--- src/rtl/sram_sleep_pkg.sv ---
package sram_sleep_pkg;

   typedef enum logic [1:0] {
      CMD_DESEL = 2'b00,
      CMD_READ  = 2'b01,
      CMD_WRITE = 2'b10,
      CMD_RSVD  = 2'b11
   } cmd_e;

   typedef enum logic [1:0] {
      ST_AWAKE   = 2'b00,
      ST_ENTER   = 2'b01,
      ST_ASLEEP  = 2'b10,
      ST_RECOVER = 2'b11
   } pwr_state_e;

endpackage

--- src/rtl/sram_sleep_sync.sv ---
module sram_sleep_sync #(
   parameter int STAGES = 2
) (
   input  logic clk,
   input  logic rst_n,
   input  logic async_in,
   output logic sync_out
);

   if (STAGES < 2) begin : g_bad_stages
      $error("sram_sleep_sync: STAGES must be at least 2");
   end

   logic [STAGES-1:0] chain;

   for (genvar i = 0; i < STAGES; i++) begin : g_stage
      if (i == 0) begin : g_first
         always_ff @(posedge clk or negedge rst_n) begin
            if (!rst_n) chain[0] <= 1'b0;
            else        chain[0] <= async_in;
         end
      end else begin : g_next
         always_ff @(posedge clk or negedge rst_n) begin
            if (!rst_n) chain[i] <= 1'b0;
            else        chain[i] <= chain[i-1];
         end
      end
   end

   assign sync_out = chain[STAGES-1];

endmodule

--- src/rtl/sram_sleep_fsm.sv ---
module sram_sleep_fsm
   import sram_sleep_pkg::*;
#(
   parameter int ENTRY_CYC = 2,
   parameter int RECOV_CYC = 2
) (
   input  logic       clk,
   input  logic       rst_n,
   input  logic       req,
   output pwr_state_e state
);

   localparam int CNT_MAX = (ENTRY_CYC > RECOV_CYC) ? ENTRY_CYC : RECOV_CYC;
   localparam int CW      = $clog2(CNT_MAX + 1);
   localparam logic [CW-1:0] ENTRY_LAST = CW'(ENTRY_CYC - 2);
   localparam logic [CW-1:0] RECOV_LAST = CW'(RECOV_CYC - 1);

   if (ENTRY_CYC < 2) begin : g_bad_entry
      $error("sram_sleep_fsm: ENTRY_CYC must be at least 2");
   end
   if (RECOV_CYC < 1) begin : g_bad_recov
      $error("sram_sleep_fsm: RECOV_CYC must be at least 1");
   end

   pwr_state_e    state_q, state_d;
   logic [CW-1:0] cnt_q, cnt_d;

   always_comb begin
      state_d = state_q;
      cnt_d   = cnt_q;
      unique case (state_q)
         ST_AWAKE: begin
            if (req) begin
               state_d = ST_ENTER;
               cnt_d   = '0;
            end
         end
         ST_ENTER: begin
            if (!req) begin
               state_d = ST_AWAKE;
               cnt_d   = '0;
            end else if (cnt_q == ENTRY_LAST) begin
               state_d = ST_ASLEEP;
               cnt_d   = '0;
            end else begin
               cnt_d = cnt_q + 1'b1;
            end
         end
         ST_ASLEEP: begin
            if (!req) begin
               state_d = ST_RECOVER;
               cnt_d   = '0;
            end
         end
         ST_RECOVER: begin
            if (cnt_q == RECOV_LAST) begin
               state_d = ST_AWAKE;
               cnt_d   = '0;
            end else begin
               cnt_d = cnt_q + 1'b1;
            end
         end
         default: begin
            state_d = ST_AWAKE;
            cnt_d   = '0;
         end
      endcase
   end

   always_ff @(posedge clk or negedge rst_n) begin
      if (!rst_n) begin
         state_q <= ST_AWAKE;
         cnt_q   <= '0;
      end else begin
         state_q <= state_d;
         cnt_q   <= cnt_d;
      end
   end

   assign state = state_q;

endmodule

--- src/rtl/sram_sleep_gate.sv ---
module sram_sleep_gate
   import sram_sleep_pkg::*;
(
   input  logic       clk,
   input  logic       rst_n,
   input  pwr_state_e state,
   input  logic       req,
   input  cmd_e       cmd,
   output logic       rd_en,
   output logic       wr_en,
   output logic       wr_reject,
   output logic       busy_err
);

   logic is_rd, is_wr, pending, wr_hit, busy_hit;

   always_comb begin
      is_rd    = (cmd == CMD_READ);
      is_wr    = (cmd == CMD_WRITE);
      pending  = (state == ST_ENTER) || ((state == ST_AWAKE) && req);
      rd_en    = is_rd && (state != ST_ASLEEP);
      wr_en    = is_wr && ((state == ST_AWAKE) || (state == ST_ENTER));
      wr_hit   = is_wr && (state == ST_RECOVER);
      busy_hit = (is_rd || is_wr) && pending;
   end

   always_ff @(posedge clk or negedge rst_n) begin
      if (!rst_n) begin
         wr_reject <= 1'b0;
         busy_err  <= 1'b0;
      end else begin
         wr_reject <= wr_hit;
         busy_err  <= busy_hit;
      end
   end

endmodule

--- src/rtl/sram_sleep_mem.sv ---
module sram_sleep_mem #(
   parameter int ADDR_W = 4,
   parameter int DATA_W = 8
) (
   input  logic              clk,
   input  logic              rst_n,
   input  logic              rd_en,
   input  logic              wr_en,
   input  logic              bus_off,
   input  logic [ADDR_W-1:0] addr,
   input  logic [DATA_W-1:0] wr_data,
   output logic [DATA_W-1:0] rd_data,
   output logic              rd_oe
);

   localparam int DEPTH = 1 << ADDR_W;

   logic [DATA_W-1:0] store [DEPTH];
   logic [DATA_W-1:0] rd_q;
   logic              oe_q;

   always_ff @(posedge clk) begin
      if (wr_en) store[addr] <= wr_data;
   end

   always_ff @(posedge clk or negedge rst_n) begin
      if (!rst_n) begin
         oe_q <= 1'b0;
         rd_q <= '0;
      end else begin
         oe_q <= rd_en;
         if (rd_en) rd_q <= store[addr];
      end
   end

   assign rd_oe   = oe_q && !bus_off;
   assign rd_data = rd_oe ? rd_q : '0;

endmodule

--- src/rtl/sram_sleep_ctrl.sv ---
module sram_sleep_ctrl
   import sram_sleep_pkg::*;
#(
   parameter int ADDR_W      = 4,
   parameter int DATA_W      = 8,
   parameter int SYNC_STAGES = 2,
   parameter int ENTRY_CYC   = 2,
   parameter int RECOV_CYC   = 2
) (
   input  logic              clk,
   input  logic              rst_n,
   input  logic              sleep_pin,
   input  logic [1:0]        cmd,
   input  logic [ADDR_W-1:0] addr,
   input  logic [DATA_W-1:0] wr_data,
   output logic [DATA_W-1:0] rd_data,
   output logic              rd_oe,
   output logic              sleeping,
   output logic              recovering,
   output logic              wr_reject,
   output logic              busy_err
);

   logic       req_sync;
   pwr_state_e state;
   logic       rd_en, wr_en;
   cmd_e       cmd_t;

   assign cmd_t = cmd_e'(cmd);

   sram_sleep_sync #(.STAGES(SYNC_STAGES)) u_sync (
      .clk      (clk),
      .rst_n    (rst_n),
      .async_in (sleep_pin),
      .sync_out (req_sync)
   );

   sram_sleep_fsm #(.ENTRY_CYC(ENTRY_CYC), .RECOV_CYC(RECOV_CYC)) u_fsm (
      .clk   (clk),
      .rst_n (rst_n),
      .req   (req_sync),
      .state (state)
   );

   sram_sleep_gate u_gate (
      .clk       (clk),
      .rst_n     (rst_n),
      .state     (state),
      .req       (req_sync),
      .cmd       (cmd_t),
      .rd_en     (rd_en),
      .wr_en     (wr_en),
      .wr_reject (wr_reject),
      .busy_err  (busy_err)
   );

   sram_sleep_mem #(.ADDR_W(ADDR_W), .DATA_W(DATA_W)) u_mem (
      .clk     (clk),
      .rst_n   (rst_n),
      .rd_en   (rd_en),
      .wr_en   (wr_en),
      .bus_off (sleeping),
      .addr    (addr),
      .wr_data (wr_data),
      .rd_data (rd_data),
      .rd_oe   (rd_oe)
   );

   assign sleeping   = (state == ST_ASLEEP);
   assign recovering = (state == ST_RECOVER);

endmodule

--- config.mk ---
export PLATFORM = sky130hd
export DESIGN_NAME = sram_sleep_ctrl
export DESIGN_NICKNAME = d
export VERILOG_FILES = /design/src/rtl/sram_sleep_pkg.sv /design/src/rtl/sram_sleep_sync.sv /design/src/rtl/sram_sleep_fsm.sv /design/src/rtl/sram_sleep_gate.sv /design/src/rtl/sram_sleep_mem.sv /design/src/rtl/sram_sleep_ctrl.sv
export SDC_FILE = /design/constraint.sdc
export NUM_CORES = 1
export LEC_CHECK = 0
export BUFFER_PORTS_ARGS = -buffer_cell sky130_fd_sc_hd__buf_2
export CAP_MARGIN = 15
export CORE_MARGIN = 5
export CORE_UTILIZATION = 50
export DETAILED_ROUTE_END_ITERATION = 10
export PLACE_DENSITY = 0.8
export SYNTH_ARGS = -nofsm -noshare
export SYNTH_HDL_FRONTEND = slang
export SYNTH_SLANG_ARGS = --single-unit
--- constraint.sdc ---
create_clock -name clk -period 1.84 [get_ports clk]
set_input_delay 0.092 -clock clk [delete_from_list [all_inputs] [get_ports clk]]
set_output_delay 0.092 -clock clk [all_outputs]
set_load 0.005 [all_outputs]
---- After elaboration in Yosys (flattened, before gate mapping) ----
Memory sizes are Yosys's and may differ from the RTL's. A register that Yosys moved wholly into a read port is not among the register bits.
Cells that the tools add are included.
storage, ports and cells
  memories kept ........................... 1
  input port bits ......................... 17
  register bits after elaboration ......... 9
  memory bits (writable) .................. 128
  output and inout port bits .............. 13
operators by class
  $add $sub $neg .......................... 1
  equality and inequality tests ........... 11
  reductions and logical operators ........ 15
  mux-type cells .......................... 15
memories
  name         words  width  read ports  clocked after Yosys merged registers in  wr ports  RTL line              text
  u_mem.store  16     8      1           1                                        1         sram_sleep_mem.sv:18  logic [DATA_W-1:0] store [DEPTH];
operators by type and width
  cell                                                    count
  two-way mux 2 bit                                       10
  case mux 2 bit (4 select lines)                         2
  two-way mux 8 bit                                       1
  equality test 2 x 1 -> 1 bit (second input constant)    3
  equality test 2 bit (second input constant)             3
  logical AND 1 bit                                       6
  inequality test 2 bit (second input constant)           3
  zero test 2 bit                                         2
  AND reduction 4 bit                                     1
  logical OR 1 bit                                        3
  inequality test 3 x 2 -> 1 bit (second input constant)  1
  adder 2 x 1 -> 2 bit (second input constant)            1
  zero test 1 bit                                         2
  two-way mux 1 bit                                       2
  inequality test 2 x 1 -> 1 bit (second input constant)  1
  AND reduction 2 bit                                     1

---- Depth between registers and ports, before layout ----
  word-level depth ........................ 5
  depth in mapped cells ................... 7
  mapped depth without buffers ............ 5

---- Hierarchy ----
A second synthesis with hierarchy kept.
second synthesis, totals
  cells, all modules ...................... 358
  area total of the unflattened synthesis .. 5885.6 um^2
by module, submodules not included
  module           cells an instance  seq. area each (um^2)  instances  area each (um^2)
  sram_sleep_mem   315                4068.9                 1          5427.7
  sram_sleep_fsm   27                 100.1                  1          276.5
  sram_sleep_gate  12                 50.0                   1          115.1
  sram_sleep_sync  2                  50.0                   1          50.0
  sram_sleep_ctrl  2                  0.0                    1          16.3

---- Worst setup path before layout ----
No wires, ideal clock.
  path type ............................... register -> register
  from .................................... register with a tool-made name
  to ...................................... memory u_mem.store[1][0], enable pin
  library setup time ...................... 0.383 ns
  period minus slack after synthesis ...... 1.895 ns
  path slack .............................. -0.055 ns
  stages on the path, launching flop included .. 5
  path buffers ............................ 1
  data required time ...................... 1.457 ns
  arrival ................................. 1.511 ns
  cell sequence ........................... dfrtp_1 -> clkbuf_1 -> nor2b_1 -> nand3b_1 -> nor3_1
RTL lines
  what       RTL line
  to (decl)  sram_sleep_mem.sv:18

---- Final worst setup path ----
  from .................................... input port cmd[1]
  to ...................................... memory u_mem.store[1][2], enable pin
on the way
  longest elaborated chain between the ends .. 4
RTL lines
  what                                     RTL line               text
  from (decl)                              sram_sleep_ctrl.sv:13  input logic [1:0] cmd,
  equality test 2 bit                      sram_sleep_gate.sv:19  is_wr = (cmd == CMD_WRITE);
  logical AND 1 bit                        sram_sleep_gate.sv:22  wr_en = is_wr && ((state == ST_AWAKE) || (state == ST_ENTER));
  two-way mux 1 bit                        sram_sleep_mem.sv:23   if (wr_en) store[addr] <= wr_data;
  two-way mux 1 bit (implied by the code)  sram_sleep_mem.sv:23
Every way passes these cells.

==> key figures <==
Floorplan
  – Die X: 118 µm
  – Core Rows: 39
  – IO Pins: 30
  – Initial Util: around half
  – Die area: between 0.01 and 0.015 mm²
  – Core footprint: 0.0115 mm²
  – Chip height: roughly 120 µm

Place
  – Detailed placement HPWL: roughly 7700 µm
  – Port bufs: 29
  – RePlAce Congestion: 0.839
  – Placed insts: between 500 and 600
  – Pre-CTS WS: between 100 and 150 ps

Pwr
  – Leak: roughly 2.6 nW
  – Pwr Density: about 1200 mW/mm²
  – Power Internal: ~6.4 mW
  – Clock network fraction of total power: roughly 42%
  – Combinational power share: about a tenth
  – P_sw: between 1.5 and 2 mW
  – Sequential share of power: a little under half
  – Sw Ratio: 22.1%
  – Max rail drop VDD: roughly 0.0011 V

Logic synthesis
  – Register bit total from synthesis: 145
  – Register area share after synthesis: 72.8%
  – Mapped cell area: a little under 0.006 mm²
  – Yosys warns: 0
  – Post-synthesis net count: ~380
  – Synth cell types: 30
  – Gate Count Post-Synth: between 300 and 400
  – Mapped Avg Cell Area: roughly 17 µm²

CTS
  – Root buffer cell: clkbuf_16
  – Clock-pin slew on the worst setup and hold paths: 60 ps
  – Worst skew pair latency: ~400 ps
  – Clock Tree Buf Depth: 2
  – Clock Sinks: about 150
  – Inserted Clock Buffers: 17
  – Htree depth: 4
  – Setup repair bufs after CTS: 0
  – CTS tree: done

Global routing
  – Number of global-route vias before repair: 3329
  – Total track usage: 17.4%
  – Grt ovf: 0
  – Largest net degree at the start of global routing: 20
  – Initial antenna violation count: 0
  – First-pass GRT wire length: roughly 18000 µm

Critical path
  – CP Data Required Time: 1960 ps
  – Critical path data arrival time: roughly 1900 ps
  – Worst path cell trace: dlygate4sd3_1 -> buf_2 -> ha_1 -> nor2b_1 -> nand3b_1 -> nor3_2 -> buf_4
  – Slowest cell on crit path: dlygate4sd3_1
  – Largest delay share family, worst path: buffers and inverters
  – CP max FO: 8
  – Crit end category: register
  – Max stage delay on crit path: 520 ps
  – Critical path class: primary input to register
  – Worst path bufs/invs: 3
  – Startpoint types: primary input

Drt
  – Drt pass-1 iters: 5
  – DR vias: 3289
  – Vias per cell: about 5.8
  – DR WL/cell: approximately 21 µm
  – Post-DRT Antenna Nets: 0
  – DRC Markers: 0
  – Iter 0 DRT Violations: approximately 270
  – Total Wirelength: ~12000 µm

Finish
  – Multi-input gate area: 0.00145 mm²
  – Non-filler cells, final: about 570
  – Area growth, synth to finish: 18.7%
  – Reg area: about 0.0043 mm²
  – Fillers: between 800 and 900
  – ANT cells: 0
  – Fraction of layout cells with a size suffix above 1: around 23%
  – Nets@finish: approximately 440

STA
  – Final setup TNS: 0 ps
  – Min Tclk post-route: roughly 1800 ps
  – Final Hold Viols: 0
  – Final Cycle Share: a little over nine tenths
  – RSZ-0062 raised after global routing: no
  – Worst slew pin tran: 475 ps
  – Fmax: 558 MHz
  – Slew HR: around two thirds
  – Max Slew Vio Count: 0
  – # setup viols final: 0
  – Final setup margin: between 40 and 50 ps
  – Setup Skew: slightly below 6 ps

Worst hold path
  – Hold crit path type: primary input to register

Outcome
  – Status: complete, no violations

Run
  – Number of max-cap violations: 0
==> power groups by stage <==
stage          clock (mW)  sequential, mW  combinational, mW
2_1_floorplan           0            3.88              0.567
3_3_place_gp            0            3.90              0.821
3_5_place_dp            0            3.91              0.863
4_1_cts              3.51            3.85              0.876
5_1_grt              3.67            3.86              0.970
6_report             3.47            3.85              0.873
==> layout by cell type (no fill, tap or decap) <==
cell           instances
inv_1                  6
clkbuf_16             23
o21ai_0                3
mux4_2                 5
o22ai_1               16
ha_1                   5
nand2_1               11
nand2b_1               4
and3_1                 9
buf_2                 29
nor2b_1                4
clkbuf_1               4
nand3b_1               4
a221oi_1               3
mux2i_1               48
or3b_2                 3
a22o_1                 3
nor3_1                 2
dfrtp_1               17
nor3_2                 4
edfxtp_1             128
clkbuf_8               1
buf_4                 30
nand3_1                6
mux4_1                 3
or3_1                  1
and2_1                 4
a2bb2oi_1              5
clkinvlp_4             3
nor2_1                30
a31oi_1                8
a32o_1                 3
dlygate4sd3_1          3
clkinv_2               1
==> stage by stage <==
step | area [µm²] | hold slack [ps] | power (mW) | util [%]
floorplan | 5880 | -204 | 4.44 | -
global placement | 6290 | 29.4 | 4.72 | 54.9
detailed placement | 6290 | 36.2 | 4.78 | 54.9
CTS | 6960 | 47.6 | 8.23 | 60.7
global route | 6960 | 82.4 | 8.50 | 60.7
finish | 6960 | 56.9 | 8.19 | 60.7
==> cells by family after synthesis <==
| kind of cell | after synthesis | share of synthesized area (%) |
|---|---|---|
| buffers and inverters | 26 | 2.71 |
| muxes | 56 | 11.5 |
| DFF | 145 | 72.8 |
| AOI/OAI and AO/OA | 41 | 4.97 |
| and+or+nand+nor | 82 | 6.96 |
| adders and majority gates | 5 | 1.07 |
==> worst paths after layout <==
kind,start,to,slack [ps],depth (start not counted)
worst min register to register,u_sync.chain[0]$_DFF_PN0_,u_sync.sync_out$_DFF_PN0_,360,0
worst max register to register,register,u_mem.store[1][2]$_DFFE_PP_,180,4
max in group asynchronous,rst_n,u_mem.rd_q[2]$_DFFE_PN0P_,1420,2
worst max-delay path,cmd[1],u_mem.store[1][2]$_DFFE_PP_,50,7
worst min-delay path,cmd[0],u_gate.busy_err$_DFF_PN0_,60,4
min in group asynchronous,rst_n,u_mem.rd_q[0]$_DFFE_PN0P_,150,2
==> worst min-delay path: cells and delay by family <==
family / cells / cell delay (ps)
buf+inv: 2 / 170
fa+ha+maj: 1 / 130
simple gates: 1 / 40
==> per-layer routing <==
metal | GRT usage, % | routed length [µm] | vias up
li1 | - | - | 1507
met1 | 23.2 | 5050 | 1630
met2 | 26.9 | 5610 | 132
met3 | 5.40 | 856 | 20
met4 | 7.10 | 247 | 0
met5 | 0 | 0 | -
==> Yosys cell counts <==
| cell | n | area (µm²) |
|---|---|---|
| edfxtp_1 | 128 | 3840 |
| mux2i_1 | 48 | 480 |
| nor2_1 | 30 | 113 |
| dfrtp_1 | 17 | 425 |
| o22ai_1 | 16 | 100 |
| nand2_1 | 11 | 41.3 |
| and3_1 | 9 | 56.3 |
| a31oi_1 | 8 | 50.1 |
| clkbuf_1 | 8 | 30.0 |
| inv_1 | 6 | 22.5 |
| nand3_1 | 6 | 30.0 |
| nor3_1 | 6 | 30.0 |
| a2bb2oi_1 | 5 | 43.8 |
| buf_2 | 5 | 25.0 |
| ha_1 | 5 | 62.6 |
| mux4_2 | 5 | 113 |
| and2_1 | 4 | 25.0 |
| buf_4 | 4 | 30.0 |
| nand2b_1 | 4 | 25.0 |
| nand3b_1 | 4 | 30.0 |
| nor2b_1 | 4 | 25.0 |
| a221oi_1 | 3 | 26.3 |
| a22o_1 | 3 | 26.3 |
| a32o_1 | 3 | 30.0 |
| mux4_1 | 3 | 78.8 |
| o21ai_0 | 3 | 15.0 |
| or3b_2 | 3 | 26.3 |
| buf_12 | 2 | 40.0 |
| buf_6 | 1 | 11.3 |
| or3_1 | 1 | 6.26 |
==> flip-flops by register name, indices dropped and copies added (netlist names), named ones only <==
register,flops
u_mem.store,128
u_mem.rd_q,8
u_fsm.cnt_q,2
u_fsm.state,1
u_gate.busy_err,1
u_gate.wr_reject,1
u_mem.oe_q,1
u_sync.chain,1
u_sync.sync_out,1
==> cell type report <==
type	count	share of cell area (%)
clock buffer	28	8.69
clock inverter	4	0.396
sequential	145	61.4
tap	143	2.57
multi-input combinational	184	20.9
inverter	6	0.324
timing repair buffer	62	5.76
==> what timing repair did <==
item | in CTS | in global routing
hold buffers | 3 | 0
endpoints found under the hold margin | 19 | 0
gates resized for setup | 0 | 0
Power figures use the tool's default switching activity.
